--- src/rtl/xbz_pkg.sv ---
package xbz_pkg;

  localparam int NUM_ZONES = 5;
  localparam int CS_PINS   = 3;
  localparam int ZONE_W    = $clog2(NUM_ZONES);

  typedef enum logic [2:0] {
    PH_IDLE,
    PH_LEAD,
    PH_ACT,
    PH_TRAIL,
    PH_DONE
  } phase_t;

  // window base address, indexed 0..NUM_ZONES-1
  function automatic logic [31:0] zone_base(input int idx);
    case (idx)
      0:       return 32'h0000_2000;
      1:       return 32'h0000_4000;
      2:       return 32'h0008_0000;
      3:       return 32'h0010_0000;
      default: return 32'h003F_C000;
    endcase
  endfunction

  // window size in words
  function automatic logic [31:0] zone_words(input int idx);
    case (idx)
      0, 1:    return 32'h0000_2000;
      2, 3:    return 32'h0008_0000;
      default: return 32'h0000_4000;
    endcase
  endfunction

  // chip-select pin shared by the window
  function automatic int zone_pin(input int idx);
    case (idx)
      0, 1:    return 0;
      2:       return 1;
      default: return 2;
    endcase
  endfunction

endpackage

--- src/rtl/xbz_zone_decode.sv ---
module xbz_zone_decode
  import xbz_pkg::*;
#(
  parameter int CORE_AW = 24,
  parameter int EXT_AW  = 19
) (
  input  logic [CORE_AW-1:0] addr,
  output logic               hit,
  output logic [ZONE_W-1:0]  zone,
  output logic [EXT_AW-1:0]  offset,
  output logic [CS_PINS-1:0] cs_sel
);

  logic [31:0]             a32;
  logic [NUM_ZONES-1:0]    hit_vec;
  logic [EXT_AW-1:0]       off_vec [NUM_ZONES];

  assign a32 = {{(32-CORE_AW){1'b0}}, addr};

  for (genvar z = 0; z < NUM_ZONES; z++) begin : g_win
    localparam logic [31:0] BASE = zone_base(z);
    localparam logic [31:0] LAST = zone_base(z) + zone_words(z) - 32'd1;
    assign hit_vec[z] = (a32 >= BASE) && (a32 <= LAST);
    // window sizes never exceed 2**EXT_AW, so the low bits give the offset
    assign off_vec[z] = addr[EXT_AW-1:0] - BASE[EXT_AW-1:0];
  end

  always_comb begin
    hit    = |hit_vec;
    zone   = '0;
    offset = '0;
    cs_sel = '0;
    for (int z = 0; z < NUM_ZONES; z++) begin
      if (hit_vec[z]) begin
        zone              = ZONE_W'(z);
        offset            = off_vec[z];
        cs_sel[zone_pin(z)] = 1'b1;
      end
    end
  end

endmodule

--- src/rtl/xbz_timing_regs.sv ---
module xbz_timing_regs
  import xbz_pkg::*;
#(
  parameter int               CFG_W   = 9,
  parameter logic [CFG_W-1:0] RST_VAL = '0
) (
  input  logic              clk,
  input  logic              rst,
  input  logic              wr_en,
  input  logic [ZONE_W-1:0] idx,
  input  logic [CFG_W-1:0]  wr_data,
  output logic [CFG_W-1:0]  rd_data,
  input  logic [ZONE_W-1:0] sel_idx,
  output logic [CFG_W-1:0]  sel_cfg
);

  logic [CFG_W-1:0] mem [NUM_ZONES];

  for (genvar z = 0; z < NUM_ZONES; z++) begin : g_word
    always_ff @(posedge clk) begin
      if (rst) begin
        mem[z] <= RST_VAL;
      end else if (wr_en && (idx == ZONE_W'(z))) begin
        mem[z] <= wr_data;
      end
    end
  end

  always_comb begin
    sel_cfg = '0;
    for (int z = 0; z < NUM_ZONES; z++) begin
      if (sel_idx == ZONE_W'(z)) sel_cfg = mem[z];
    end
  end

  always_ff @(posedge clk) begin
    if (rst) begin
      rd_data <= '0;
    end else begin
      rd_data <= '0;
      for (int z = 0; z < NUM_ZONES; z++) begin
        if (idx == ZONE_W'(z)) rd_data <= mem[z];
      end
    end
  end

endmodule

--- src/rtl/xbz_strobe_seq.sv ---
module xbz_strobe_seq
  import xbz_pkg::*;
#(
  parameter int EXT_AW  = 19,
  parameter int DATA_W  = 16,
  parameter int LEAD_W  = 2,
  parameter int ACT_W   = 3,
  parameter int TRAIL_W = 2,
  parameter int CNT_W   = 4
) (
  input  logic               clk,
  input  logic               rst,
  input  logic               req_valid,
  input  logic               req_write,
  input  logic [DATA_W-1:0]  req_wdata,
  input  logic               dec_hit,
  input  logic [EXT_AW-1:0]  dec_offset,
  input  logic [CS_PINS-1:0] dec_cs_sel,
  input  logic [LEAD_W-1:0]  lead_f,
  input  logic [ACT_W-1:0]   act_f,
  input  logic [TRAIL_W-1:0] trail_f,
  input  logic               use_rdy,
  input  logic               dbl,
  input  logic               ext_ready,
  input  logic [DATA_W-1:0]  ext_data_i,
  output logic               req_done,
  output logic               req_err,
  output logic [DATA_W-1:0]  req_rdata,
  output logic [EXT_AW-1:0]  ext_addr,
  output logic [CS_PINS-1:0] ext_cs_n,
  output logic               ext_rd_n,
  output logic               ext_wr_n,
  output logic [DATA_W-1:0]  ext_data_o,
  output logic               ext_data_oe
);

  function automatic logic [CNT_W-1:0] span_m1(input logic [CNT_W-1:0] f, input logic x2);
    logic [CNT_W-1:0] v;
    v = (f == '0) ? CNT_W'(1) : f;
    if (x2) v = v << 1;
    return v - CNT_W'(1);
  endfunction

  phase_t             state, nxt;
  logic [CNT_W-1:0]   cnt, cnt_d;
  logic [CNT_W-1:0]   act_m1, trail_m1;
  logic               rdy_q, wr_q;
  logic [CS_PINS-1:0] cs_q;
  logic               accept, wr_now, in_cycle;
  logic [CS_PINS-1:0] cs_now;

  assign accept = (state == PH_IDLE) && req_valid && dec_hit;
  assign wr_now = (state == PH_IDLE) ? req_write : wr_q;
  assign cs_now = (state == PH_IDLE) ? dec_cs_sel : cs_q;

  always_comb begin
    nxt   = state;
    cnt_d = cnt;
    case (state)
      PH_IDLE: begin
        if (req_valid) begin
          if (!dec_hit) begin
            nxt = PH_DONE;
          end else begin
            nxt   = PH_LEAD;
            cnt_d = span_m1(CNT_W'(lead_f), dbl);
          end
        end
      end
      PH_LEAD: begin
        if (cnt == '0) begin
          nxt   = PH_ACT;
          cnt_d = act_m1;
        end else begin
          cnt_d = cnt - CNT_W'(1);
        end
      end
      PH_ACT: begin
        if (cnt != '0) begin
          cnt_d = cnt - CNT_W'(1);
        end else if (!rdy_q || ext_ready) begin
          nxt   = PH_TRAIL;
          cnt_d = trail_m1;
        end
      end
      PH_TRAIL: begin
        if (cnt == '0) nxt = PH_DONE;
        else           cnt_d = cnt - CNT_W'(1);
      end
      default: nxt = PH_IDLE;
    endcase
  end

  assign in_cycle = (nxt == PH_LEAD) || (nxt == PH_ACT) || (nxt == PH_TRAIL);

  always_ff @(posedge clk) begin
    if (rst) begin
      state       <= PH_IDLE;
      cnt         <= '0;
      act_m1      <= '0;
      trail_m1    <= '0;
      rdy_q       <= 1'b0;
      wr_q        <= 1'b0;
      cs_q        <= '0;
      req_done    <= 1'b0;
      req_err     <= 1'b0;
      req_rdata   <= '0;
      ext_addr    <= '0;
      ext_cs_n    <= '1;
      ext_rd_n    <= 1'b1;
      ext_wr_n    <= 1'b1;
      ext_data_o  <= '0;
      ext_data_oe <= 1'b0;
    end else begin
      state <= nxt;
      cnt   <= cnt_d;
      if (accept) begin
        act_m1     <= span_m1(CNT_W'(act_f), dbl);
        trail_m1   <= span_m1(CNT_W'(trail_f), dbl);
        rdy_q      <= use_rdy;
        wr_q       <= req_write;
        cs_q       <= dec_cs_sel;
        ext_addr   <= dec_offset;
        ext_data_o <= req_wdata;
      end
      if ((state == PH_ACT) && (nxt == PH_TRAIL) && !wr_q) begin
        req_rdata <= ext_data_i;
      end
      ext_cs_n    <= in_cycle ? ~cs_now : '1;
      ext_rd_n    <= !((nxt == PH_ACT) && !wr_now);
      ext_wr_n    <= !((nxt == PH_ACT) && wr_now);
      ext_data_oe <= ((nxt == PH_ACT) || (nxt == PH_TRAIL)) && wr_now;
      req_done    <= (nxt == PH_DONE);
      req_err     <= (state == PH_IDLE) && (nxt == PH_DONE);
    end
  end

endmodule

--- src/rtl/xbz_bus_master.sv ---
module xbz_bus_master
  import xbz_pkg::*;
#(
  parameter int CORE_AW   = 24,
  parameter int EXT_AW    = 19,
  parameter int DATA_W    = 16,
  parameter int LEAD_W    = 2,
  parameter int ACT_W     = 3,
  parameter int TRAIL_W   = 2,
  parameter int RST_LEAD  = 2,
  parameter int RST_ACT   = 3,
  parameter int RST_TRAIL = 1,
  localparam int LEAD_LSB  = 0,
  localparam int ACT_LSB   = LEAD_W,
  localparam int TRAIL_LSB = LEAD_W + ACT_W,
  localparam int RDY_BIT   = TRAIL_LSB + TRAIL_W,
  localparam int DBL_BIT   = RDY_BIT + 1,
  localparam int CFG_W     = DBL_BIT + 1
) (
  input  logic               clk,
  input  logic               rst,
  input  logic               req_valid,
  input  logic               req_write,
  input  logic [CORE_AW-1:0] req_addr,
  input  logic [DATA_W-1:0]  req_wdata,
  output logic               req_done,
  output logic               req_err,
  output logic [DATA_W-1:0]  req_rdata,
  input  logic               cfg_en,
  input  logic [ZONE_W-1:0]  cfg_idx,
  input  logic [CFG_W-1:0]   cfg_wdata,
  output logic [CFG_W-1:0]   cfg_rdata,
  output logic [EXT_AW-1:0]  ext_addr,
  output logic [CS_PINS-1:0] ext_cs_n,
  output logic               ext_rd_n,
  output logic               ext_wr_n,
  output logic [DATA_W-1:0]  ext_data_o,
  output logic               ext_data_oe,
  input  logic [DATA_W-1:0]  ext_data_i,
  input  logic               ext_ready
);

  localparam int MAX_W = (ACT_W > LEAD_W) ? ((ACT_W > TRAIL_W) ? ACT_W : TRAIL_W)
                                          : ((LEAD_W > TRAIL_W) ? LEAD_W : TRAIL_W);
  localparam int CNT_W = MAX_W + 1;
  localparam logic [CFG_W-1:0] RST_CFG =
      (CFG_W'(RST_LEAD) << LEAD_LSB) | (CFG_W'(RST_ACT) << ACT_LSB) |
      (CFG_W'(RST_TRAIL) << TRAIL_LSB);

  logic               dec_hit;
  logic [ZONE_W-1:0]  dec_zone;
  logic [EXT_AW-1:0]  dec_offset;
  logic [CS_PINS-1:0] dec_cs_sel;
  logic [CFG_W-1:0]   zone_cfg;

  xbz_zone_decode #(
    .CORE_AW (CORE_AW),
    .EXT_AW  (EXT_AW)
  ) dec_i (
    .addr   (req_addr),
    .hit    (dec_hit),
    .zone   (dec_zone),
    .offset (dec_offset),
    .cs_sel (dec_cs_sel)
  );

  xbz_timing_regs #(
    .CFG_W   (CFG_W),
    .RST_VAL (RST_CFG)
  ) regs_i (
    .clk     (clk),
    .rst     (rst),
    .wr_en   (cfg_en),
    .idx     (cfg_idx),
    .wr_data (cfg_wdata),
    .rd_data (cfg_rdata),
    .sel_idx (dec_zone),
    .sel_cfg (zone_cfg)
  );

  xbz_strobe_seq #(
    .EXT_AW  (EXT_AW),
    .DATA_W  (DATA_W),
    .LEAD_W  (LEAD_W),
    .ACT_W   (ACT_W),
    .TRAIL_W (TRAIL_W),
    .CNT_W   (CNT_W)
  ) seq_i (
    .clk         (clk),
    .rst         (rst),
    .req_valid   (req_valid),
    .req_write   (req_write),
    .req_wdata   (req_wdata),
    .dec_hit     (dec_hit),
    .dec_offset  (dec_offset),
    .dec_cs_sel  (dec_cs_sel),
    .lead_f      (zone_cfg[LEAD_LSB +: LEAD_W]),
    .act_f       (zone_cfg[ACT_LSB +: ACT_W]),
    .trail_f     (zone_cfg[TRAIL_LSB +: TRAIL_W]),
    .use_rdy     (zone_cfg[RDY_BIT]),
    .dbl         (zone_cfg[DBL_BIT]),
    .ext_ready   (ext_ready),
    .ext_data_i  (ext_data_i),
    .req_done    (req_done),
    .req_err     (req_err),
    .req_rdata   (req_rdata),
    .ext_addr    (ext_addr),
    .ext_cs_n    (ext_cs_n),
    .ext_rd_n    (ext_rd_n),
    .ext_wr_n    (ext_wr_n),
    .ext_data_o  (ext_data_o),
    .ext_data_oe (ext_data_oe)
  );

endmodule

--- config.mk ---
export PLATFORM = sky130hd
export DESIGN_NAME = xbz_bus_master
export DESIGN_NICKNAME = d
export VERILOG_FILES = /design/src/rtl/xbz_pkg.sv /design/src/rtl/xbz_zone_decode.sv /design/src/rtl/xbz_timing_regs.sv /design/src/rtl/xbz_strobe_seq.sv /design/src/rtl/xbz_bus_master.sv
export SDC_FILE = /design/constraint.sdc
export NUM_CORES = 1
export LEC_CHECK = 0
export BUFFER_PORTS_ARGS = -buffer_cell sky130_fd_sc_hd__buf_2
export CAP_MARGIN = 20
export CORE_MARGIN = 10
export CORE_UTILIZATION = 59
export CTS_CLUSTER_DIAMETER = 100
export CTS_CLUSTER_SIZE = 10
export DETAILED_ROUTE_END_ITERATION = 8
export MAX_ROUTING_LAYER = met4
export PLACE_DENSITY = 0.95
export RECOVER_POWER = 25
export SYNTH_ARGS = -nofsm -noshare
export SYNTH_HDL_FRONTEND = slang
export SYNTH_SLANG_ARGS = --single-unit
--- constraint.sdc ---
create_clock -name clk -period 7.91 [get_ports clk]
set_input_delay 1.1865 -clock clk [delete_from_list [all_inputs] [get_ports clk]]
set_output_delay 1.1865 -clock clk [all_outputs]
set_load 0.01 [all_outputs]
==> out/results.ini <==
[cts]
ctsResizeCount=0
numCtsBuffers=17
cts_tree=built
cts_hold_buf=0
cts.reportedPaths.clkPinSlew_ns=0.06
htree_levels=4
postCtsSetupBuffers=0
clock-sinks=133
clkLatencyLatePin_ns=0.53
cts_root_buffer=clkbuf_8
cts.path.max_buffers=2

[drt]
drc=0
first_iter_violations=658
routedWlPerCell_microns=19.0
vias_per_cell=5.98
dr.pass1.iters=6
ant_nets=0
drt-total-wl_microns=18300
vias=5733

[cells_and_area]
nNetsFinal=895
antenna_cells=0
instances_no_fill=959
final_cell_area_sq_mm=0.00769
drive_gt1_frac=0.187
post-route-util=0.738
syn2layout_area_growth_pct=20.6

[synth]
syn_nets=766
synth_top_area_share=0.276
synth_xor_area_frac=0.00962
synth-compound-area-share=0.163
synthCells=681
synthMostInstantiatedCell=nand2_1
syn_avg_cell_area_sq_um=9.36
synth_seq_cells=133
synth_async_sr_flop_share=0
synthTopCellsByArea=dfxtp_1 28%, edfxtp_1 21%, nand2_1 5.9%
ys.flop_type=dfxtp_1
synth_top_family_by_area=simple AND/OR/NAND/NOR gates
synthAdderAreaFrac=0.0216
ys_seq_area_frac=0.488
yosys-top-cells-count=100 x nand2_1, 88 x dfxtp_1, 60 x nor2_1, 51 x a21oi_1, 45 x edfxtp_1
ys_types=63
synth_edf_count=45
yosys_warnings=0
synth_area_sq_mm=0.00638
synth-simple-area-share=0.228
muxShareOfSynthArea=0.0553
yosysTopAreaCell=dfxtp_1

[place]
dpl.cell_count=924
io_buffers=141
dpl_cell_area_sq_mm=0.00713
place_hpwl_microns=13000
gp_congestion=1.05

[power]
power.total_mw=1.73
peakVddDrop_v=0.000291
p_leak_nw=2.90
p_per_area_mw_per_mm2=225

[global_routing]
grt_pass1_wl_microns=27900
grt_overflow=0
grt_max_degree=55
grt_pass1_vias=5596
grt_usage=0.238
antenna_found_initial=0

[timing]
max_freq_mhz=186
fin_skew_ns=0.00664
worst_slew_pin_slew_ns=2.47
relSlewSlack=-0.646
rsz0062_at_grt=false
fin_crit_ns=5.37
setup_viol=0
fin_crit_sh=0.679
drv_slew=90
hold_viol_final=0
fin_tns_setup_ns=0

[job]
maxCapViolations=2

[floorplan]
io_pins=142
start_util=0.612
fp.coreArea_sq_mm=0.0104
dieArea_sq_mm=0.0154
die-height_microns=124
row_count=37
die_width_microns=124

[worst_setup_path]
arrival_ns=5.60
required_ns=8.14
start_kind=input pin
worstReg2RegEnd=seq_i.req_rdata[11]
r2r_cells=8
crit_fanout=54
r2r_slack_ns=5.00
r2r_start=seq_i.cnt[0]
end_kind=flop
crit_type=input pin to flop

[worst_hold_path]
min_to=seq_i.ext_data_o[9]
min_path_type=flop to flop
min_from=seq_i.ext_data_o[9]
min_path_cells=2

[run_status]
status=complete, but fails checks
violations=max-capacitance violations, max-slew violations

per-layer routing:
layer | global-route usage | share of wire
met3 | 0.0597 | 0.089
met4 | 0.0863 | 0.028
met5 | - | 0
met2 | 0.403 | 0.51
met1 | 0.268 | 0.37
layout by cell type, fill, tap and decap left out, types with 14 or more instances in the layout:
cell type / n
nor2_1: 60
edfxtp_1: 45
nand3_1: 14
buf_2: 102
dfxtp_1: 88
mux2i_1: 24
nand2b_1: 25
and2_1: 31
clkbuf_1: 43
a21oi_1: 51
nand2_1: 100
a211oi_1: 16
clkbuf_16: 17
o21ai_0: 22
where the power goes:
part / switching [mW] / internal (mW) / total [mW] / leakage (nW)
Clock: 0.291 / 0.498 / 0.789 / 0.286
Combinational: 0.111 / 0.0695 / 0.180 / 1.46
Sequential: 0.0226 / 0.736 / 0.758 / 1.15
Total: 0.425 / 1.30 / 1.73 / 2.90
how the worst max path moves through the flow:
stage	startpoint	end	slack, ns	cells past startpoint
floorplan	req_addr[15]	seq_i.cnt[2]	4.01	13
global placement	req_addr[19]	seq_i.ext_addr[15]	3.58	10
detailed placement	req_addr[19]	seq_i.ext_addr[15]	3.48	10
CTS	req_addr[19]	seq_i.ext_addr[15]	3.88	10
global route	rst	regs_i.mem[3][3]	2.15	5
finish	rst	regs_i.mem[3][3]	2.54	5
stage by stage:
stage / hold WS [ns] / setup slack (ns)
6_report: 0.452 / 2.54
5_1_grt: 0.476 / 2.15
4_1_cts: 0.452 / 3.88
3_5_place_dp: 0.443 / 3.48
3_3_place_gp: 0.439 / 3.58
2_1_floorplan: 0.432 / 4.01
area by class of cell:
type | instances | area, sq um
inverter | 12 | 45.0
timing repair buffer | 150 | 712
fill | 784 | 2730
clock inverter | 12 | 151
tap | 136 | 170
sequential | 133 | 3110
clock buffer | 20 | 447
multi-input combinational | 496 | 3050
kinds of logic after synthesis:
family | after synthesis
buf+inv | 52
compound gates | 155
simple gates | 294
mux | 29
flops | 133
fa+ha+maj | 11
xor+xnor | 7
worst max-delay path, cell delays in order:
cell,delay [ns]
clkbuf_1,1.07
clkbuf_1,1.83
inv_1,0.68
o21ai_0,0.50
clkbuf_2,0.30
sequential cells by signal, summed over array words and instances (netlist names):
signal             count
seq_i.req_err          1
regs_i.mem            45
seq_i.req_done         1
seq_i.ext_addr        19
seq_i.state            3
seq_i.ext_cs_n         3
seq_i.ext_data_oe      1
seq_i.req_rdata       16
seq_i.rdy_q            1
seq_i.ext_wr_n         1
seq_i.wr_q             1
seq_i.cnt              4
seq_i.trail_m1         4
seq_i.ext_data_o      16
seq_i.ext_rd_n         1
regs_i.rd_data         9
seq_i.cs_q             3
seq_i.act_m1           4
No activity file was read; power rests on OpenSTA's default activity.
